## src/rtl/btn_scan_pkg.sv

```systemverilog
package btn_scan_pkg;

  // Which button lane is sampled on a given strobe step. The first strobe
  // takes the top lane so that a left-shifting register ends in natural order.
  function automatic int lane_for_step(input int step, input int nbtn);
    return nbtn - 1 - step;
  endfunction

  // Cycles from an input change until the valid pulse is visible.
  function automatic int capture_latency(input int stages, input int nbtn);
    return stages + 1 + nbtn;
  endfunction

endpackage

```

## src/rtl/btn_sync_edge.sv

```systemverilog
module btn_sync_edge #(
  parameter int NUM_BTN     = 8,
  parameter int SYNC_STAGES = 2
) (
  input  logic               clk,
  input  logic               rst,
  input  logic [NUM_BTN-1:0] btn_raw_i,
  input  logic               busy_i,
  output logic [NUM_BTN-1:0] btn_s_o,
  output logic               start_o
);

  logic [NUM_BTN-1:0] chain [SYNC_STAGES];
  logic               any_now;
  logic               any_q;

  always_ff @(posedge clk) begin
    if (rst) chain[0] <= '0;
    else     chain[0] <= btn_raw_i;
  end

  for (genvar s = 1; s < SYNC_STAGES; s++) begin : g_stage
    always_ff @(posedge clk) begin
      if (rst) chain[s] <= '0;
      else     chain[s] <= chain[s-1];
    end
  end

  assign btn_s_o = chain[SYNC_STAGES-1];
  assign any_now = |btn_s_o;

  always_ff @(posedge clk) begin
    if (rst) any_q <= 1'b0;
    else     any_q <= any_now;
  end

  assign start_o = any_now & ~any_q & ~busy_i;


  start_idle_chk: assert property (@(posedge clk) disable iff (rst)
    start_o |-> !busy_i);


  start_edge_chk: assert property (@(posedge clk) disable iff (rst)
    start_o |=> !start_o);

endmodule

```

## src/rtl/strobe_seq.sv

```systemverilog
module strobe_seq #(
  parameter int NUM_BTN = 8,
  localparam int CW     = $clog2(NUM_BTN)
) (
  input  logic          clk,
  input  logic          rst,
  input  logic          start_i,
  output logic          busy_o,
  output logic          stb_o,
  output logic          last_o,
  output logic [CW-1:0] step_o,
  output logic          valid_o
);

  localparam logic [CW-1:0] LastStep = CW'(NUM_BTN - 1);

  logic          busy_q;
  logic [CW-1:0] step_q;
  logic          valid_q;

  assign stb_o  = busy_q;
  assign last_o = busy_q && (step_q == LastStep);

  always_ff @(posedge clk) begin
    if (rst) begin
      busy_q  <= 1'b0;
      step_q  <= '0;
      valid_q <= 1'b0;
    end else begin
      valid_q <= last_o;
      if (start_i) begin
        busy_q <= 1'b1;
        step_q <= '0;
      end else if (busy_q) begin
        step_q <= step_q + 1'b1;
        if (last_o) busy_q <= 1'b0;
      end
    end
  end

  assign busy_o  = busy_q;
  assign step_o  = step_q;
  assign valid_o = valid_q;


  start_busy_chk: assert property (@(posedge clk) disable iff (rst)
    start_i |=> busy_o);


  burst_end_chk: assert property (@(posedge clk) disable iff (rst)
    last_o |=> !busy_o);


  valid_pulse_chk: assert property (@(posedge clk) disable iff (rst)
    valid_o |=> !valid_o);


  valid_on_fall_chk: assert property (@(posedge clk) disable iff (rst)
    $fell(busy_o) |-> valid_o);

endmodule

```

## src/rtl/shift_capture.sv

```systemverilog
module shift_capture #(
  parameter int NUM_BTN = 8,
  localparam int CW     = $clog2(NUM_BTN)
) (
  input  logic               clk,
  input  logic               rst,
  input  logic [NUM_BTN-1:0] btn_s_i,
  input  logic               stb_i,
  input  logic               last_i,
  input  logic [CW-1:0]      step_i,
  output logic [NUM_BTN-1:0] cap_o
);

  import btn_scan_pkg::*;

  logic [NUM_BTN-1:0] work_q;
  logic [NUM_BTN-1:0] cap_q;
  logic [NUM_BTN-1:0] work_next;
  logic               lane_bit;

  always_comb begin
    lane_bit = 1'b0;
    for (int k = 0; k < NUM_BTN; k++) begin
      if (lane_for_step(int'(step_i), NUM_BTN) == k) lane_bit = btn_s_i[k];
    end
  end

  assign work_next = {work_q[NUM_BTN-2:0], lane_bit};

  always_ff @(posedge clk) begin
    if (rst) begin
      work_q <= '0;
      cap_q  <= '0;
    end else begin
      if (stb_i)  work_q <= work_next;
      if (last_i) cap_q  <= work_next;
    end
  end

  assign cap_o = cap_q;


  cap_hold_chk: assert property (@(posedge clk) disable iff (rst)
    !last_i |=> $stable(cap_o));

endmodule

```

## src/rtl/btn_burst_scanner.sv

```systemverilog
module btn_burst_scanner #(
  parameter int NUM_BTN     = 8,
  parameter int SYNC_STAGES = 2,
  localparam int CW         = $clog2(NUM_BTN)
) (
  input  logic               clk,
  input  logic               rst,
  input  logic [NUM_BTN-1:0] btn_i,
  output logic [NUM_BTN-1:0] cap_o,
  output logic               valid_o,
  output logic               busy_o
);

  logic [NUM_BTN-1:0] btn_s;
  logic               start_stb;
  logic               shift_stb;
  logic               last_stb;
  logic [CW-1:0]      step;

  btn_sync_edge #(.NUM_BTN(NUM_BTN), .SYNC_STAGES(SYNC_STAGES)) u_sync (
    .clk(clk), .rst(rst), .btn_raw_i(btn_i), .busy_i(busy_o),
    .btn_s_o(btn_s), .start_o(start_stb)
  );

  strobe_seq #(.NUM_BTN(NUM_BTN)) u_seq (
    .clk(clk), .rst(rst), .start_i(start_stb), .busy_o(busy_o),
    .stb_o(shift_stb), .last_o(last_stb), .step_o(step), .valid_o(valid_o)
  );

  shift_capture #(.NUM_BTN(NUM_BTN)) u_cap (
    .clk(clk), .rst(rst), .btn_s_i(btn_s), .stb_i(shift_stb),
    .last_i(last_stb), .step_i(step), .cap_o(cap_o)
  );


  valid_idle_chk: assert property (@(posedge clk) disable iff (rst)
    valid_o |-> !busy_o);

endmodule

```

## config.mk

```make
export PLATFORM = sky130hd
export DESIGN_NAME = btn_burst_scanner
export DESIGN_NICKNAME = d
export VERILOG_FILES = /design/src/rtl/btn_scan_pkg.sv /design/src/rtl/btn_sync_edge.sv /design/src/rtl/strobe_seq.sv /design/src/rtl/shift_capture.sv /design/src/rtl/btn_burst_scanner.sv
export SDC_FILE = /design/constraint.sdc
export NUM_CORES = 1
export LEC_CHECK = 0
export BUFFER_PORTS_ARGS = -buffer_cell sky130_fd_sc_hd__buf_4
export CORE_MARGIN = 1
export CORE_UTILIZATION = 43
export DETAILED_ROUTE_END_ITERATION = 8
export PLACE_DENSITY = 0.75
export SLEW_MARGIN = 30
export SYNTH_ARGS = -nofsm -noshare
export SYNTH_HDL_FRONTEND = slang
export SYNTH_HIERARCHICAL = 1
export SYNTH_SLANG_ARGS = --single-unit
```

## constraint.sdc

```tcl
create_clock -name clk -period 1.69 [get_ports clk]
set_clock_uncertainty 0.2 [all_clocks]
set_input_delay 0.4225 -clock clk [delete_from_list [all_inputs] [get_ports clk]]
set_output_delay 0.4225 -clock clk [all_outputs]
set_load 0.01 [all_outputs]
```

# After elaboration in Yosys (flattened, before gate mapping)
# Memory sizes are Yosys's and may differ from the RTL's.
# Cells that the tools add are included.
dict set report totals {
  latch_bits 0
  mem_count 1
  wordCells 43
  output_inout_bits 10
  ramBits 16
  register_bits 21
  in_bits 10
  romBits 0
}
# memory words word_bits rd rd_ports_with_merged_regs write_ports line_no
set mem_list {}
lappend mem_list {u_sync.chain 2 8 2 0 2 btn_sync_edge.sv:13} ;# logic [NUM_BTN-1:0] chain [SYNC_STAGES];
dict set report classes {
  n_reduce_logical 4
  n_div 0
  n_addsub 2
  order_cmp 0
  n_mux 16
  shifts 0
  bitwise 6
  mul 0
  n_eq_ne 8
}
# operator count
set ops {}
lappend ops {{== test 32 x 4 -> 1 bit, second input constant} 4}
lappend ops {{== test 32 x 3 -> 1 bit, second input constant} 2}
lappend ops {{== test 32 x 2 -> 1 bit, second input constant} 1}
lappend ops {{logical NOT 32 bit} 1}
lappend ops {{2-to-1 mux 8 bit} 2}
lappend ops {{2-to-1 mux 1 bit} 14}
lappend ops {{OR reduction 8 bit} 1}
lappend ops {{subtractor 3 x 3 -> 4 bit, first input constant} 1}
lappend ops {{adder 3 x 1 -> 3 bit, second input constant} 1}
lappend ops {{== test 3 bit, second input constant} 1}
lappend ops {{bitwise AND 1 bit} 2}
lappend ops {{inverter 1 bit} 2}
lappend ops {{OR 1 bit} 2}
lappend ops {{OR reduction 2 bit} 1}
lappend ops {{logical AND 1 bit} 1}

# Logic depth before layout (Yosys ltp)
dict set report logic_depth {
  depth_word 10
  ltp_mapped 6
  depth_no_buf 5
}

# By module
# Netlist, hierarchy kept.
# mod instances area_each_um2 cells_per_inst seq_area_each_um2
set by_module_without_submodules {}
lappend by_module_without_submodules {shift_capture 1 580.6 54 300.3}
lappend by_module_without_submodules {btn_sync_edge 1 485.5 38 340.3}
lappend by_module_without_submodules {strobe_seq 1 211.5 19 100.1}

# Least setup slack after synthesis
# No wires, ideal clock.
dict set report synth_timing {
  path_type {reg2reg}
  start {reg u_seq.step_q[0], in the netlist u_seq/step_o[0]}
  end {reg u_cap.cap_q[1], in the netlist u_cap/cap_o[1]}
  n_path_buf 1
  setup_slack_ps -34
  t_arrival_ps 1397
  stages_incl_launch_ff 7
  period_less_slack_ps 1724
  setup_time_ps 128
  t_required_ps 1362
  cell_sequence {dfxtp_1 ha_1 ha_1 and2_2 clkbuf_1 mux2i_1 nor2_1}
}
dict set report synth_between {
  elab_chain_cells 2
}
# element line_no
set synth_rtl {}
lappend synth_rtl {{start, declared} strobe_seq.sv:18} ;# logic [CW-1:0] step_q;
lappend synth_rtl {{start signal, assigned} strobe_seq.sv:35} ;# step_q <= step_q + 1'b1;
lappend synth_rtl {{== test 3 bit} strobe_seq.sv:22} ;# assign last_o = busy_q && (step_q == LastStep);
lappend synth_rtl {{logical AND 1 bit} strobe_seq.sv:22}
lappend synth_rtl {{named net last_stb} btn_burst_scanner.sv:17} ;# logic last_stb;
lappend synth_rtl {{end signal, assigned} shift_capture.sv:36} ;# if (last_i) cap_q <= work_next;
lappend synth_rtl {{end, declared} shift_capture.sv:17} ;# logic [NUM_BTN-1:0] cap_q;
# The timed path passes the listed nets, and every way through them passes these cells.
# A chain may end at the register's enable or synchronous reset.

# Worst setup path in the final report
dict set report layout_timing {
  start {reg u_seq.step_q[1], in the netlist u_seq/step_o[1]}
  end {reg u_cap.cap_q[3], in the netlist u_cap/cap_o[3]}
}
# Same word-level chain as after synthesis.

==> flow_summary_export.csv <==
group,metric,value,unit
run_status,status,"completed",
timing,period_share,93.3,%
yosys,synth_area_leaders,"dfxtp_1, mux2i_1, nor2b_1",
yosys,synth_fa_ha_area_share,1.96,%
clocking,clock_latency,0.32,ns
timing,rsz0062_at_grt,"false",
timing,finalSetupViolations,0,
global_routing,antenna_found_initial,0,
placed_design,port_buffers,19,
critical_path,critPathRequiredTime,1.69,ns
clocking,cts_resized,0,
worst_hold_path,hold_depth,2,
floorplanning,rows,19,
yosys,yosysSeqAreaShare,58.0,%
clocking,cts_hold_buffers,0,
critical_path,crit_arrival,1.57,ns
yosys,syn-cell-area,1280,sq um
pwr,static-leakage-power,0.602,nW
final_layout,drive_gt1_share,25.4,%
clocking,cts.sinks,37,
placed_design,routabilityCongestion,0.725,
yosys,synth_common_cells,"dfxtp_1, mux2i_1, nor2b_1, nor2_1",
yosys,ys.warnings.count,6,
routing,viasPerCell,4.79,
floorplanning,io_pins,20,
yosys,synth.distinct_cells,19,
yosys,synth-compound-area-share,2.55,%
global_routing,globalRouteTotalUtil,13.0,%
critical_path,endpoint_kind,"flip-flop",
final_layout,finalNonFillerCells,165,
yosys,synth_edf_count,0,
floorplanning,core-area,2780,sq um
worst_hold_path,min-delay-start,"btn_i[4]",
yosys,netlist_instances,111,
critical_path,rrSetupSlack,0.11,ns
timing,fin_crit,1.58,ns
yosys,synthSimpleGateAreaFrac,17.4,%
critical_path,path_class,"reg2reg",
routing,drt_pre_antenna_iters,4,
routing,ant_nets,0,
yosys,synth_top_area_share,58.0,%
routing,num_vias,790,
critical_path,start_kind,"flip-flop",
yosys,synth_top_family_by_area,"simple AND/OR/NAND/NOR gates",
critical_path,r2r-end,"u_cap/cap_o[3]",
floorplanning,die_y,56.5,um
timing,fin_hold_ws,0.105,ns
global_routing,grt_max_degree,38,
timing,relSlewSlack,76.8,%
yosys,synthMuxAreaShare,16.7,%
pwr,totalPowerFinal,1.49,mW
routing,drt_wl_total,1.80,mm
critical_path,cp_max_fo,10,
timing,max_freq,634,MHz
clocking,post_cts_buffers,0,
clocking,cts-root-buf,"clkbuf_4",
yosys,synth_top_area_cell,"dfxtp_1",
clocking,htree_levels,2,
yosys,synth_flop_cell,"dfxtp_1",
timing,timing.final.max_slew_violations,0,
critical_path,r2r-start,"u_seq/step_o[1]",
yosys,ys_ff_latch,37,
final_layout,area_delta_synth_final,18.0,%
final_layout,n_antenna_cell,0,
yosys,synth.avg_cell_area,11.5,sq um
clocking,tritoncts,"built",
global_routing,grt_pass1_wl,3.12,mm
floorplanning,die_width,56.5,um
pwr,p_per_area,985,nW/um^2
final_layout,final_nets,146,
yosys,yosysMostFrequentCell,"dfxtp_1",
placed_design,dp.cells,158,
yosys,synth_nets,123,
worst_hold_path,hold_path.class,"in2reg",
global_routing,grt_pass1_vias,731,
clocking,cts.reportedPaths.clkPinSlew,0.10,ns
yosys,synthArstFlopShare,0,%
global_routing,overflow,0,
routing,drt_iter0_markers,9,
floorplanning,dieArea,3190,sq um
routing,route.detailed.drc,0,
yosys,synth_xor_area_share,0.686,%
worst_hold_path,hold_end,"u_sync/chain[0][4]",
timing,worst_slew_pin_slew,0.347,ns
pwr,ir_drop,0.000672,V
timing,finalHoldViolCount,0,
final_layout,finish.utilization,54.2,%
clocking,cts_made_buffers,5,
floorplanning,start_util,45.9,%
timing,tns,0,ns
critical_path,rr_worst_depth,5,
routing,wl_per_cell,10.9,um
flow_run,cap_violations,0,
clocking,cts_max_path_buffers,2,
placed_design,dp_hpwl,1.26,mm
==> metrics by stage <==
stage / setup slack, ns / cell area, sq um
6_report: 0.113 / 1510
2_1_floorplan: 0.103 / 1280
3_3_place_gp: 0.0613 / 1450
3_5_place_dp: 0.0589 / 1450
4_1_cts: 0.0339 / 1510
5_1_grt: 0.0644 / 1510
==> per-layer routing <==
metal	global-route usage [%]	up-vias	share of wire [%]	wire, um
li1	-	419	-	-
met1	16.2	350	48	863
met2	19.0	17	46	825
met3	4.38	4	4.4	80
met4	8.36	0	1.7	30
met5	0	-	0	0
==> kinds of logic (layout without fill, tap and decap cells) <==
family | Yosys count | in the layout
compound gates | 5 | 5
xor+xnor | 1 | 1
fa+ha+maj | 2 | 2
buf+inv | 7 | 30
flops | 37 | 37
mux | 20 | 20
simple gates | 39 | 39
==> area by class of cell <==
class                           instances  area [sq um]
Clock buffer                            7          55.1
Fill cell                             244          1270
Inverter                                1          3.75
Multi-Input combinational cell         67           503
Sequential cell                        37           742
Tap cell                               31          38.8
Timing Repair Buffer                   22           165
==> worst max-delay path, cell delays in order (launching register included) <==
cell and delay [ns]:
dfxtp_1 0.39, ha_1 0.17, ha_1 0.16, and2_4 0.23, mux2i_1 0.23, nor2_1 0.07
==> power breakdown <==
group          internal [mW]  total [mW]  switching [mW]  leakage (nW)
Sequential             0.903       0.922          0.0195         0.303
Clock                  0.196       0.439           0.242        0.0314
Combinational         0.0688       0.124          0.0555         0.268
Total                   1.17        1.49           0.317         0.602
==> sequential cells by signal, summed over array words and instances, names as in the netlist <==
signal and cells:
u_cap/work_q 7, u_sync/any_q 1, u_seq/valid_o 1, u_seq/step_o 3
u_cap/cap_o 8, u_seq/busy_o 1, u_sync/chain 16
==> how the worst max path moves through the flow <==
stage	depth (start not counted)	endpoint	startpoint
after floorplan	6	u_cap/cap_o[1]	u_seq/step_o[0]
after global placement	3	u_cap/work_q[0]	u_seq/step_o[2]
after detailed placement	3	u_cap/cap_o[0]	u_seq/step_o[2]
after CTS	3	u_cap/cap_o[0]	u_seq/step_o[2]
after global routing	1	busy_o	u_seq/busy_o
final	5	u_cap/cap_o[3]	u_seq/step_o[1]
==> cells in the final DEF, fill, tap and decap left out, types with 2 or more instances in the layout <==
cell	count
nor3_1	2
nor4_2	2
clkbuf_4	5
mux2i_1	19
ha_1	2
nor2_1	15
a211oi_1	3
nor2b_1	16
dfxtp_1	36
a21oi_1	2
buf_4	22
Power figures use the tool's default switching activity.
